## src/rtl/i2cm_pkg.sv

```systemverilog
package i2cm_pkg;

    localparam int unsigned BIT_EN   = 6;
    localparam int unsigned BIT_STA  = 5;
    localparam int unsigned BIT_STO  = 4;
    localparam int unsigned BIT_FLAG = 3;
    localparam int unsigned BIT_AA   = 2;

    localparam logic SEL_CTRL = 1'b0;
    localparam logic SEL_DATA = 1'b1;

    localparam logic [7:0] CODE_START   = 8'h08;
    localparam logic [7:0] CODE_RESTART = 8'h10;
    localparam logic [7:0] CODE_AW_ACK  = 8'h18;
    localparam logic [7:0] CODE_AW_NACK = 8'h20;
    localparam logic [7:0] CODE_TX_ACK  = 8'h28;
    localparam logic [7:0] CODE_TX_NACK = 8'h30;
    localparam logic [7:0] CODE_ARB     = 8'h38;
    localparam logic [7:0] CODE_AR_ACK  = 8'h40;
    localparam logic [7:0] CODE_AR_NACK = 8'h48;
    localparam logic [7:0] CODE_RX_ACK  = 8'h50;
    localparam logic [7:0] CODE_RX_NACK = 8'h58;
    localparam logic [7:0] CODE_IDLE    = 8'hF8;

    typedef struct packed {
        logic en;
        logic sta;
        logic sto;
        logic flag;
        logic aa;
    } ctrl_t;

    typedef enum logic [2:0] {
        ENG_IDLE,
        ENG_SEQ,
        ENG_XFER,
        ENG_HOLD,
        ENG_LOST
    } eng_e;

    typedef enum logic [1:0] {
        SEQ_START,
        SEQ_RSTART,
        SEQ_STOP
    } seq_e;

    typedef struct packed {
        logic scl_low;
        logic sda_low;
    } pins_t;

    function automatic logic [7:0] ctrl_pack(input ctrl_t c);
        logic [7:0] v;
        v = 8'h00;
        v[BIT_EN]   = c.en;
        v[BIT_STA]  = c.sta;
        v[BIT_STO]  = c.sto;
        v[BIT_FLAG] = c.flag;
        v[BIT_AA]   = c.aa;
        return v;
    endfunction

    // Line levels for each step of the start, repeated start and stop sequences.
    function automatic pins_t seq_pins(input seq_e k, input logic [1:0] step);
        pins_t p;
        p = '{scl_low: 1'b0, sda_low: 1'b0};
        case (k)
            SEQ_START: begin
                p.sda_low = 1'b1;
                p.scl_low = (step == 2'd1);
            end
            SEQ_RSTART: begin
                p.sda_low = (step >= 2'd2);
                p.scl_low = (step == 2'd0) || (step == 2'd3);
            end
            SEQ_STOP: begin
                p.scl_low = (step == 2'd0);
                p.sda_low = (step != 2'd2);
            end
            default: p = '{scl_low: 1'b0, sda_low: 1'b0};
        endcase
        return p;
    endfunction

    function automatic logic [1:0] seq_last(input seq_e k);
        case (k)
            SEQ_START:  return 2'd1;
            SEQ_RSTART: return 2'd3;
            default:    return 2'd2;
        endcase
    endfunction

    function automatic logic [7:0] xfer_code(input logic is_addr, input logic rx, input logic ackd);
        if (is_addr) begin
            if (rx) return ackd ? CODE_AR_ACK : CODE_AR_NACK;
            return ackd ? CODE_AW_ACK : CODE_AW_NACK;
        end
        if (rx) return ackd ? CODE_RX_ACK : CODE_RX_NACK;
        return ackd ? CODE_TX_ACK : CODE_TX_NACK;
    endfunction

endpackage

```

## src/rtl/i2cm_divider.sv

```systemverilog
module i2cm_divider #(
    parameter int unsigned DIVW = 8
) (
    input  logic            clk,
    input  logic            rst,
    input  logic            hold,
    input  logic [DIVW-1:0] div,
    output logic            tick_done,
    output logic            tick_zero
);
    localparam logic [DIVW-1:0] MIN_DIV = DIVW'(2);

    logic [DIVW-1:0] cnt;
    logic [DIVW-1:0] lim;

    always_comb begin
        lim       = (div < MIN_DIV) ? MIN_DIV : div;
        tick_done = (cnt == lim - DIVW'(1));
        tick_zero = (cnt == '0);
    end

    always_ff @(posedge clk) begin
        if (rst || hold || tick_done) begin
            cnt <= '0;
        end else begin
            cnt <= cnt + DIVW'(1);
        end
    end


    cnt_in_range_chk: assert property (@(posedge clk) disable iff (rst)
        !hold |-> (cnt < lim));

endmodule

```

## src/rtl/i2cm_regs.sv

```systemverilog
module i2cm_regs
    import i2cm_pkg::*;
(
    input  logic       clk,
    input  logic       rst,
    input  logic       reg_wr,
    input  logic       reg_sel,
    input  logic [7:0] reg_wdata,
    input  logic       evt,
    input  logic [7:0] evt_code,
    input  logic       rx_load,
    input  logic [7:0] rx_byte,
    input  logic       stop_done,
    output ctrl_t      ctrl,
    output logic [7:0] data_q,
    output logic [7:0] status_q,
    output logic       launch
);
    logic ctrl_wr;
    logic data_wr;

    always_comb begin
        ctrl_wr = reg_wr && (reg_sel == SEL_CTRL);
        data_wr = reg_wr && (reg_sel == SEL_DATA);
    end

    always_ff @(posedge clk) begin
        if (rst) begin
            ctrl     <= '0;
            data_q   <= 8'h00;
            status_q <= CODE_IDLE;
            launch   <= 1'b0;
        end else begin
            launch <= 1'b0;
            if (ctrl_wr) begin
                ctrl.en  <= reg_wdata[BIT_EN];
                ctrl.sta <= reg_wdata[BIT_STA];
                ctrl.sto <= reg_wdata[BIT_STO];
                ctrl.aa  <= reg_wdata[BIT_AA];
                if (ctrl.flag && !reg_wdata[BIT_FLAG]) begin
                    ctrl.flag <= 1'b0;
                    launch    <= reg_wdata[BIT_EN];
                end
            end
            if (data_wr) begin
                data_q <= reg_wdata;
            end
            if (evt) begin
                ctrl.flag <= 1'b1;
                status_q  <= evt_code;
            end
            if (rx_load) begin
                data_q <= rx_byte;
            end
            if (stop_done) begin
                ctrl.sto <= 1'b0;
                status_q <= CODE_IDLE;
            end
            if (!ctrl.en) begin
                ctrl.flag <= 1'b0;
                status_q  <= CODE_IDLE;
            end
        end
    end


    flag_hw_set_chk: assert property (@(posedge clk) disable iff (rst)
        $rose(ctrl.flag) |-> $past(evt));


    launch_on_clear_chk: assert property (@(posedge clk) disable iff (rst)
        launch |-> ($past(ctrl.flag) && !ctrl.flag));

endmodule

```

## src/rtl/i2cm_engine.sv

```systemverilog
module i2cm_engine
    import i2cm_pkg::*;
(
    input  logic       clk,
    input  logic       rst,
    input  ctrl_t      ctrl,
    input  logic       launch,
    input  logic [7:0] data_q,
    input  logic       sda_i,
    input  logic       tick_done,
    input  logic       tick_zero,
    output logic       tick_hold,
    output logic       scl_q,
    output logic       sda_q,
    output logic       evt,
    output logic [7:0] evt_code,
    output logic       rx_load,
    output logic [7:0] rx_byte,
    output logic       stop_done
);
    eng_e       st;
    seq_e       kind;
    logic [1:0] step;
    logic [3:0] bitn;
    logic       high;
    logic [7:0] sh;
    logic       addr_ph;
    logic       rx_mode;
    logic       cur_addr;
    logic       cur_rx;
    logic       ack_drv;
    pins_t      nxt_pins;
    logic       ack_seen;

    always_comb begin
        tick_hold = (st == ENG_IDLE) || (st == ENG_HOLD) || (st == ENG_LOST);
        nxt_pins  = seq_pins(kind, step + 2'd1);
        ack_seen  = cur_rx ? ack_drv : !sda_i;
    end

    always_ff @(posedge clk) begin
        if (rst || !ctrl.en) begin
            st        <= ENG_IDLE;
            kind      <= SEQ_START;
            step      <= 2'd0;
            bitn      <= 4'd0;
            high      <= 1'b0;
            sh        <= 8'h00;
            addr_ph   <= 1'b0;
            rx_mode   <= 1'b0;
            cur_addr  <= 1'b0;
            cur_rx    <= 1'b0;
            ack_drv   <= 1'b0;
            scl_q     <= 1'b0;
            sda_q     <= 1'b0;
            evt       <= 1'b0;
            evt_code  <= CODE_IDLE;
            rx_load   <= 1'b0;
            rx_byte   <= 8'h00;
            stop_done <= 1'b0;
        end else begin
            evt       <= 1'b0;
            rx_load   <= 1'b0;
            stop_done <= 1'b0;
            case (st)
                ENG_IDLE: begin
                    scl_q <= 1'b0;
                    sda_q <= 1'b0;
                    if (ctrl.sta && !ctrl.flag) begin
                        st    <= ENG_SEQ;
                        kind  <= SEQ_START;
                        step  <= 2'd0;
                        {scl_q, sda_q} <= seq_pins(SEQ_START, 2'd0);
                    end
                end
                ENG_HOLD: begin
                    if (launch) begin
                        if (ctrl.sto) begin
                            st   <= ENG_SEQ;
                            kind <= SEQ_STOP;
                            step <= 2'd0;
                            {scl_q, sda_q} <= seq_pins(SEQ_STOP, 2'd0);
                        end else if (ctrl.sta) begin
                            st   <= ENG_SEQ;
                            kind <= SEQ_RSTART;
                            step <= 2'd0;
                            {scl_q, sda_q} <= seq_pins(SEQ_RSTART, 2'd0);
                        end else begin
                            st       <= ENG_XFER;
                            sh       <= data_q;
                            cur_addr <= addr_ph;
                            cur_rx   <= addr_ph ? 1'b0 : rx_mode;
                            ack_drv  <= ctrl.aa;
                            bitn     <= 4'd0;
                            high     <= 1'b0;
                            if (addr_ph) begin
                                rx_mode <= data_q[0];
                            end
                        end
                    end
                end
                ENG_SEQ: begin
                    if (tick_done) begin
                        if (step == seq_last(kind)) begin
                            if (kind == SEQ_STOP) begin
                                st        <= ENG_IDLE;
                                stop_done <= 1'b1;
                                addr_ph   <= 1'b0;
                            end else begin
                                st       <= ENG_HOLD;
                                addr_ph  <= 1'b1;
                                evt      <= 1'b1;
                                evt_code <= (kind == SEQ_START) ? CODE_START : CODE_RESTART;
                            end
                        end else begin
                            step <= step + 2'd1;
                            {scl_q, sda_q} <= nxt_pins;
                        end
                    end
                end
                ENG_XFER: begin
                    if (!high) begin
                        scl_q <= 1'b1;
                        if (tick_zero) begin
                            if (bitn[3]) begin
                                sda_q <= cur_rx ? ack_drv : 1'b0;
                            end else begin
                                sda_q <= cur_rx ? 1'b0 : !sh[7];
                            end
                        end
                        if (tick_done) begin
                            high  <= 1'b1;
                            scl_q <= 1'b0;
                        end
                    end else if (tick_done) begin
                        if (!bitn[3]) begin
                            if (!cur_rx && !sda_q && !sda_i) begin
                                st       <= ENG_LOST;
                                scl_q    <= 1'b0;
                                sda_q    <= 1'b0;
                                evt      <= 1'b1;
                                evt_code <= CODE_ARB;
                                addr_ph  <= 1'b0;
                            end else begin
                                sh    <= {sh[6:0], sda_i};
                                bitn  <= bitn + 4'd1;
                                high  <= 1'b0;
                                scl_q <= 1'b1;
                            end
                        end else begin
                            st       <= ENG_HOLD;
                            scl_q    <= 1'b1;
                            high     <= 1'b0;
                            evt      <= 1'b1;
                            evt_code <= xfer_code(cur_addr, cur_addr ? rx_mode : cur_rx, ack_seen);
                            addr_ph  <= 1'b0;
                            if (cur_rx) begin
                                rx_load <= 1'b1;
                                rx_byte <= sh;
                            end
                        end
                    end
                end
                ENG_LOST: begin
                    scl_q <= 1'b0;
                    sda_q <= 1'b0;
                    if (launch) begin
                        st <= ENG_IDLE;
                    end
                end
                default: st <= ENG_IDLE;
            endcase
        end
    end


    sda_moves_low_only_chk: assert property (@(posedge clk) disable iff (rst)
        (st == ENG_XFER && $past(st) == ENG_XFER && !scl_q && !$past(scl_q)) |-> $stable(sda_q));


    hold_keeps_scl_low_chk: assert property (@(posedge clk) disable iff (rst)
        (st == ENG_HOLD && $past(st) == ENG_HOLD) |-> scl_q);


    stop_releases_chk: assert property (@(posedge clk) disable iff (rst)
        stop_done |-> (!scl_q && !sda_q));


    lost_releases_chk: assert property (@(posedge clk) disable iff (rst)
        (st == ENG_LOST && $past(st) == ENG_LOST) |-> (!scl_q && !sda_q));

endmodule

```

## src/rtl/i2cm_top.sv

```systemverilog
module i2cm_top
    import i2cm_pkg::*;
#(
    parameter int unsigned DIVW = 8
) (
    input  logic            clk,
    input  logic            rst,
    input  logic            reg_wr,
    input  logic            reg_sel,
    input  logic [7:0]      reg_wdata,
    input  logic [DIVW-1:0] clk_div,
    input  logic            sda_i,
    output logic [7:0]      ctrl_rd,
    output logic [7:0]      data_rd,
    output logic [7:0]      status_rd,
    output logic            scl_oe,
    output logic            sda_oe
);
    ctrl_t      ctrl;
    logic [7:0] data_q;
    logic       launch;
    logic       evt;
    logic [7:0] evt_code;
    logic       rx_load;
    logic [7:0] rx_byte;
    logic       stop_done;
    logic       tick_hold;
    logic       tick_done;
    logic       tick_zero;

    i2cm_regs u_regs (
        .clk       (clk),
        .rst       (rst),
        .reg_wr    (reg_wr),
        .reg_sel   (reg_sel),
        .reg_wdata (reg_wdata),
        .evt       (evt),
        .evt_code  (evt_code),
        .rx_load   (rx_load),
        .rx_byte   (rx_byte),
        .stop_done (stop_done),
        .ctrl      (ctrl),
        .data_q    (data_q),
        .status_q  (status_rd),
        .launch    (launch)
    );

    i2cm_divider #(.DIVW(DIVW)) u_div (
        .clk       (clk),
        .rst       (rst),
        .hold      (tick_hold),
        .div       (clk_div),
        .tick_done (tick_done),
        .tick_zero (tick_zero)
    );

    i2cm_engine u_eng (
        .clk       (clk),
        .rst       (rst),
        .ctrl      (ctrl),
        .launch    (launch),
        .data_q    (data_q),
        .sda_i     (sda_i),
        .tick_done (tick_done),
        .tick_zero (tick_zero),
        .tick_hold (tick_hold),
        .scl_q     (scl_oe),
        .sda_q     (sda_oe),
        .evt       (evt),
        .evt_code  (evt_code),
        .rx_load   (rx_load),
        .rx_byte   (rx_byte),
        .stop_done (stop_done)
    );

    always_comb begin
        ctrl_rd = ctrl_pack(ctrl);
        data_rd = data_q;
    end


    frozen_scl_chk: assert property (@(posedge clk) disable iff (rst)
        (ctrl.flag && $past(ctrl.flag)) |-> $stable(scl_oe));


    disabled_released_chk: assert property (@(posedge clk) disable iff (rst)
        (!ctrl.en && !$past(ctrl.en)) |-> (!scl_oe && !sda_oe));

endmodule

```

## config.mk

```make
export PLATFORM = sky130hd
export DESIGN_NAME = i2cm_top
export DESIGN_NICKNAME = d
export VERILOG_FILES = /design/src/rtl/i2cm_pkg.sv /design/src/rtl/i2cm_divider.sv /design/src/rtl/i2cm_regs.sv /design/src/rtl/i2cm_engine.sv /design/src/rtl/i2cm_top.sv
export SDC_FILE = /design/constraint.sdc
export NUM_CORES = 1
export LEC_CHECK = 0
export BUFFER_PORTS_ARGS = -buffer_cell sky130_fd_sc_hd__buf_2
export CORE_AREA = 2 2 99 101
export CTS_CLUSTER_SIZE = 30
export DETAILED_ROUTE_END_ITERATION = 16
export DIE_AREA = 0 0 101 103
export PLACE_DENSITY = 0.67
export SLEW_MARGIN = 40
export SYNTH_ARGS = -nofsm -noshare
export SYNTH_HDL_FRONTEND = slang
export SYNTH_HIERARCHICAL = 1
export SYNTH_SLANG_ARGS = --single-unit
```

## constraint.sdc

```tcl
create_clock -name clk -period 10.8 [get_ports clk]
set_clock_uncertainty 0.15 [all_clocks]
set_input_delay 0.54 -clock clk [delete_from_list [all_inputs] [get_ports clk]]
set_output_delay 0.54 -clock clk [all_outputs]
set_load 0.05 [all_outputs]
```

==> impl_metrics.tcl, run 1 <==
set metrics [dict create \
    async_flop_share 0 \
    crit_chain "buf_2 -> or4_1 -> o21ai_0 -> ha_1 -> nor3b_1 -> a21oi_1 -> or4b_2 -> nor4b_4 -> buf_4 -> nand2_1 -> o31ai_1 -> and2_1 -> nor2_1 -> a311oi_1" \
    p_per_area_nw_per_um2 123.0 \
    clock_latency_ps 340 \
    synth_edf_count 0 \
    synth_cell_types 76 \
    synth_ff_type "dfxtp_1" \
    yosysTopAreaCell "dfxtp_1" \
    overflow 0 \
    drt-wirelength-per-cell_um 14.75 \
    setup_violations 0 \
    hold_slack_ps 282.3 \
    antenna_cells 0 \
    p_seq_frac 0.492 \
    die_y_um 103 \
    combPwrFrac 0.079 \
    htreeDepth 3 \
    die_w_um 101 \
    num_io_pins 47 \
    grt_max_degree 34 \
    clockRootBuffer "clkbuf_8" \
    hold_buffers 0 \
    crit_required_ps 10900 \
    final-hold-violation-count 0 \
    synthCells 480 \
    dp_hpwl_um 6529 \
    io_buffers 43 \
    synth_most_common_cell "dfxtp_1" \
    crit_start "clk_div[7]" \
    cts_resized 0 \
    path_clk_slew_ps 80 \
    synth.ff_latch_count 73 \
    core_um2 9459 \
    crit_slowest_cell "or4b_2" \
    slew_headroom 0.4650 \
    ys_top_cells_by_area "dfxtp_1 35%, mux2i_1 7.3%, nand2_1 4.6%, nor2_1 3.6%, ha_1 3.0%" \
    postCtsSetupBuffers 0 \
    hold_path_class "register to register" \
    power_frac_clock 0.429 \
    sw_frac_of_total 0.2438 \
    r2r_setup_slack_ps 7140 \
    critPathCapture "u_eng/sh[2]$_SDFFE_PP0P_" \
    yosys.area.top_type_share 0.3545 \
    slew_viol_final 0 \
    fin_tns_setup_ps 0 \
    syn_area_um2 4123 \
    routed_wl_um 9173 \
    worstSetupPathType "primary input to register" \
    drive_gt1_frac 0.1752 \
    fillers 947 \
    cts_buffers 9 \
    fin_cells 622 \
    start_util 0.4358 \
    place.gp.congestion 0.8720 \
    grt.total_usage 0.1849 \
    p_sw_mw 0.1363 \
    critPathCaptureType "register" \
    cts_tree "yes" \
    critPathLaunchType "primary input" \
    grt_pass1_wl_um 15440 \
    avgSynthCellArea_um2 8.589 \
    vdd_ir_drop_max_mv 0.07394 \
    rr_startpoint "u_div/cnt[6]$_SDFF_PP0_" \
    antenna_found_initial 0 \
    worst_pin_slew_ps 801.5 \
    clockBufferDepth 2 \
    maxCapViolations 0 \
    ant_nets 0 \
    viasPerCell 5.621 \
    nets 534 \
    grt_pass1_vias 3210 \
    rows 36 \
    yosysSeqAreaShare 0.3545 \
    period_needed_ps 4824 \
    dr.pass1.iters 4 \
    synthToLayoutAreaGrowth_pct 10.20 \
    worst_r2r_path_depth 10 \
    clkSinkCount 73 \
    yosys_warnings 6 \
    fmax_mhz 207.3 \
    drc 0 \
    period_share 0.4467 \
    dp.cells 606 \
    regToRegEndpoint "u_eng/sh[2]$_SDFFE_PP0P_" \
    dr.first_iter.drc_count 175 \
    p_int_mw 0.4227 \
    cp.arrival_ps 4930 \
    rsz0062_at_grt "false" \
    crit_path_max_incr_delay_ps 700 \
    leakage_nw 1.559 \
    die_area_um2 10400 \
    status "finished clean" \
    synth_commonest_cells "73 x dfxtp_1, 50 x nand2_1, 39 x nor2_1" \
    crit_fanout 22 \
    num_vias 3496 \
]
## logic make-up (layout without fill, tap and decap cells)
group | Yosys count | after routing | synth area share
buffers and inverters | 57 | 81 | 0.06798
AND/OR/NAND/NOR | 201 | 201 | 0.2656
flip-flops | 73 | 73 | 0.3545
other | 2 | 6 | 0.001822
multiplexers | 31 | 31 | 0.07557
XOR/XNOR | 15 | 15 | 0.03187
adder cells (fa/ha/maj) | 10 | 10 | 0.03035
AO/OA/AOI/OAI | 91 | 91 | 0.1724
## placed cells by master, fill, tap and decap left out, types with 3 or more instances in the layout
| cell type | instances |
|---|---|
| a2111oi_1 | 4 |
| o21ai_1 | 3 |
| buf_2 | 43 |
| o211ai_1 | 4 |
| a31oi_1 | 3 |
| and3_1 | 3 |
| nand3_1 | 17 |
| inv_1 | 19 |
| o31ai_1 | 3 |
| mux2i_1 | 30 |
| xnor2_1 | 9 |
| nand4b_1 | 3 |
| nor3_1 | 17 |
| o21ai_0 | 7 |
| xor2_1 | 6 |
| nand4_1 | 3 |
| nor4_1 | 14 |
| nand2_1 | 50 |
| a21oi_1 | 21 |
| clkbuf_8 | 10 |
| a2111oi_2 | 3 |
| nor2b_1 | 6 |
| conb_1 | 6 |
| nor2_1 | 39 |
| ha_1 | 10 |
| or4_1 | 3 |
| a211oi_1 | 10 |
| nand2b_1 | 14 |
| nor3b_1 | 5 |
| dfxtp_1 | 72 |
| a311oi_1 | 7 |
| a211o_1 | 3 |
## power groups by stage
| stage | logic, mW | registers (mW) | clock network (mW) |
|---|---|---|---|
| detailed placement | 0.0442 | 0.281 | 0 |
| CTS | 0.0444 | 0.275 | 0.245 |
| finish | 0.0442 | 0.275 | 0.240 |
| floorplan | 0.0243 | 0.290 | 0 |
| global route | 0.0484 | 0.275 | 0.259 |
| global placement | 0.0434 | 0.281 | 0 |
## registers in the layout (all words and copies together) (netlist names), 2 cells and up
register and cells:
u_eng/sh 8, u_regs/ctrl 5, u_eng/rx_byte 8, u_eng/evt_code 5, u_div/cnt 8, u_eng/st 3, u_regs/status_q 8, u_eng/step 2
u_regs/data_q 8, u_eng/kind 2, u_eng/bitn 4
## per-layer routing
metal	up-vias	GRT usage	wire length [um]
met5	-	0	0
met4	0	0.06757	80
met3	6	0.02780	395
met2	76	0.2964	4342
met1	1651	0.2536	4355
li1	1763	-	-
## worst min path at each step
stage,startpoint,to,slack [ps],cells after the start
2_1_floorplan,u_eng/stop_done$_SDFF_PP0_,u_regs/ctrl[2]$_SDFFE_PP0P_,250,1
3_3_place_gp,u_eng/stop_done$_SDFF_PP0_,u_regs/ctrl[2]$_SDFFE_PP0P_,280,1
3_5_place_dp,u_eng/stop_done$_SDFF_PP0_,u_regs/ctrl[2]$_SDFFE_PP0P_,270,1
4_1_cts,u_eng/stop_done$_SDFF_PP0_,u_regs/ctrl[2]$_SDFFE_PP0P_,280,1
5_1_grt,u_eng/stop_done$_SDFF_PP0_,u_regs/ctrl[2]$_SDFFE_PP0P_,280,1
6_report,u_eng/stop_done$_SDFF_PP0_,u_regs/ctrl[2]$_SDFFE_PP0P_,280,1
## layout make-up
cell class	count	area, um2	share of cell area
multi-input cells	354	2405	0.5293
flip-flops and latches	73	1463	0.3219
well taps	114	142.6	0.03140
clock inverters	6	90.09	0.01983
clock buffers	10	137.6	0.03029
repair buffers	45	230.2	0.05067
inverters	20	75.07	0.01652
## stage by stage
stage	worst slack, ps	util	instance area, um2	power (mW)
final	5976	0.4803	4543	0.5590
after global routing	5446	0.4803	4543	0.5831
after detailed placement	5627	0.4561	4314	0.3254
after floorplan	6256	-	4138	0.3138
after global placement	5806	0.4552	4305	0.3245
after CTS	5967	0.4802	4542	0.5640
## worst max-delay path: cells and delay by family
family                     cells  cell delay (ps)
buffers and inverters          2              410
adders and majority gates      1              240
and+or+nand+nor                7             2660
AOI/OAI and AO/OA              4             1050
No activity file was read; power rests on OpenSTA's default activity.
==> run 2: changes to the inputs <==
Settings changed: ABC_AREA from default to 1, CORE_AREA 2 2 99 101 to 2 2 101 103, DIE_AREA 0 0 101 103 to 0 0 103 105.
Clock period 10.8 ns to 4.8 ns, I/O delays scaled along.
==> impl_metrics.tcl, run 2 <==
set metrics [dict create \
    hold_path_class "primary input to register" \
    io_buffers 43 \
    dr.first_iter.drc_count 182 \
    start_util 0.4470 \
    vdd_ir_drop_max_mv 0.1585 \
    core_um2 9639 \
    yosysTopAreaCell "dfxtp_1" \
    yosys.area.top_type_share 0.3391 \
    ant_nets 0 \
    rsz0062_at_grt "false" \
    slew_viol_final 0 \
    ys_top_cells_by_area "dfxtp_1 34%, nand2_1 14%, nand3_1 7.0%, nor2_1 6.5%, inv_1 4.7%" \
    dp_hpwl_um 7589 \
    hold_slack_ps 23.70 \
    die_area_um2 10820 \
    yosys_warnings 6 \
    power_frac_clock 0.362 \
    critPathLaunchType "primary input" \
    drc 0 \
    clock_latency_ps 350 \
    maxCapViolations 0 \
    final_core_util 0.4896 \
    slew_headroom 0.5221 \
    async_flop_share 0 \
    synth_cell_types 39 \
    synthToLayoutAreaGrowth_pct 9.524 \
    final-hold-violation-count 0 \
    min-delay-start "reg_wdata[2]" \
    crit_fanout 13 \
    worst_slack_ps 1651 \
    cts_buffers 9 \
    nets 697 \
    num_io_pins 47 \
    die_w_um 103 \
    synth_edf_count 0 \
    drive_gt1_frac 0.1866 \
    status "finished clean" \
    final_common_cell "nand2_1" \
    avgSynthCellArea_um2 6.851 \
    synth_most_common_cell "nand2_1" \
    combPwrFrac 0.109 \
    clockBufferDepth 2 \
    dr.pass1.iters 5 \
    synth.ff_latch_count 73 \
    cp.arrival_ps 3200 \
    yosysSeqAreaShare 0.3391 \
    path_clk_slew_ps 70 \
    rows 36 \
    htreeDepth 3 \
    routed_wl_um 10000 \
    pre_cts_ws_ps 1291 \
    crit_start "clk_div[3]" \
    rr_startpoint "u_div/cnt[6]$_SDFF_PP0_" \
    setup_violations 0 \
    p_int_mw 0.8467 \
    antenna_found_initial 0 \
    period_needed_ps 3149 \
    synth_ff_type "dfxtp_1" \
    final_cell_mix "166 x nand2_1, 73 x nor2_1, 73 x dfxtp_1" \
    clockRootBuffer "clkbuf_8" \
    worstSetupPathType "primary input to register" \
    p_sw_mw 0.3233 \
    p_seq_frac 0.529 \
    drt-wirelength-per-cell_um 12.46 \
    leakage_nw 1.995 \
    grt.total_usage 0.1917 \
    die_y_um 105 \
    place.gp.congestion 0.9181 \
    fmax_mhz 317.6 \
    num_vias 4016 \
    crit_required_ps 4850 \
    grt_pass1_wl_um 16880 \
    overflow 0 \
    synthCells 629 \
    synth_commonest_cells "166 x nand2_1, 75 x nor2_1, 73 x dfxtp_1" \
    cts_tree "yes" \
    fin_tns_setup_ps 0 \
    p_per_area_nw_per_um2 247.9 \
    clkSinkCount 73 \
    syn_area_um2 4309 \
    sw_frac_of_total 0.2763 \
    grt_max_degree 27 \
    worst_pin_slew_ps 716.0 \
    critPathCaptureType "register" \
    antenna_cells 0 \
    viasPerCell 5.001 \
    cts_resized 0 \
    period_share 0.6560 \
    grt_pass1_vias 3847 \
]
[run 2: changes by cell type in the layout (fill, tap and decap cells not counted), sizes merged, moves of 12 or more]
| cell | before | now |
|---|---|---|
| nand3 | 18 | 67 |
| nand2 | 51 | 180 |
| nand2b | 14 | 0 |
| nor2 | 41 | 88 |
| nor4 | 14 | 2 |
| o21ai | 10 | 33 |
| mux2i | 30 | 0 |
| inv | 21 | 64 |
| a21oi | 22 | 41 |
[run 2: final timing paths]
| check | to | slack [ps] | cells past startpoint |
|---|---|---|---|
| min | u_regs/ctrl[0]$_SDFFE_PP0P_ | 20 | 3 |
| min reg2reg | u_eng/evt_code[7]$_SDFFE_PP1P_ | 320 | 2 |
| max | u_eng/sh[5]$_SDFFE_PP0P_ | 1650 | 20 |
| max reg2reg | u_eng/sh[5]$_SDFFE_PP0P_ | 2010 | 15 |
[run 2: kinds of logic (layout without fill, tap and decap cells)]
| group | Yosys count | count (layout) | share of synthesized area |
|---|---|---|---|
| AO/OA/AOI/OAI | 77 | 77 | 0.09437 |
| adder cells (fa/ha/maj) | 10 | 10 | 0.02904 |
| AND/OR/NAND/NOR | 367 | 367 | 0.4126 |
| buffers and inverters | 89 | 126 | 0.1008 |
| XOR/XNOR | 11 | 11 | 0.02236 |
| other | 2 | 6 | 0.001743 |
| flip-flops | 73 | 73 | 0.3391 |
[run 2: timing repair]
action | CTS | global route
endpoints found under the hold margin | 1 | 0
setup buffers | 0 | 0
hold buffers | 1 | 0
[run 2: per-stage QoR]
stage                     area [um2]  instances  power [mW]
after CTS                       4715        803       1.181
after floorplan                 4324        633      0.7282
final                           4720        803       1.170
after global placement          4534        787      0.7571
after global routing            4720        803       1.218
after detailed placement        4534        787      0.7595
[run 2: layer usage]
layer,global-route usage,routed length [um],vias to the layer above
li1,-,-,2079
met1,0.2443,4614,1815
met2,0.3182,4707,106
met3,0.03612,482,16
met4,0.06955,197,0
met5,0,0,-
[run 2: critical path: stages]
cell	delay, ps
buf_2	140
nor2_2	150
nand2_2	100
nor2_4	150
nor2_1	70
ha_1	210
xnor2_1	240
nor2_1	80
nor2_2	110
nand2_2	60
nor2_4	120
nand3_4	100
nor2_8	250
inv_1	160
nand2_1	150
nand2_2	80
nor2_4	250
nand2_1	290
nand2_1	150
a21oi_1	80
[run 2: cell type report]
type / count / area (um2)
clock buffers: 10 / 137.6
clock inverters: 5 / 32.53
fillers: 1034 / 4920
inverters: 66 / 255.2
multi-input cells: 471 / 2434
flip-flops and latches: 73 / 1461
well taps: 133 / 166.4
repair buffers: 45 / 232.7
[run 2: power by group through the flow]
stage	combinational [mW]	sequential [mW]	clock (mW)
CTS	0.127	0.619	0.435
finish	0.127	0.619	0.424
floorplan	0.0767	0.652	0
detailed placement	0.126	0.633	0
global route	0.141	0.620	0.458
global placement	0.124	0.633	0
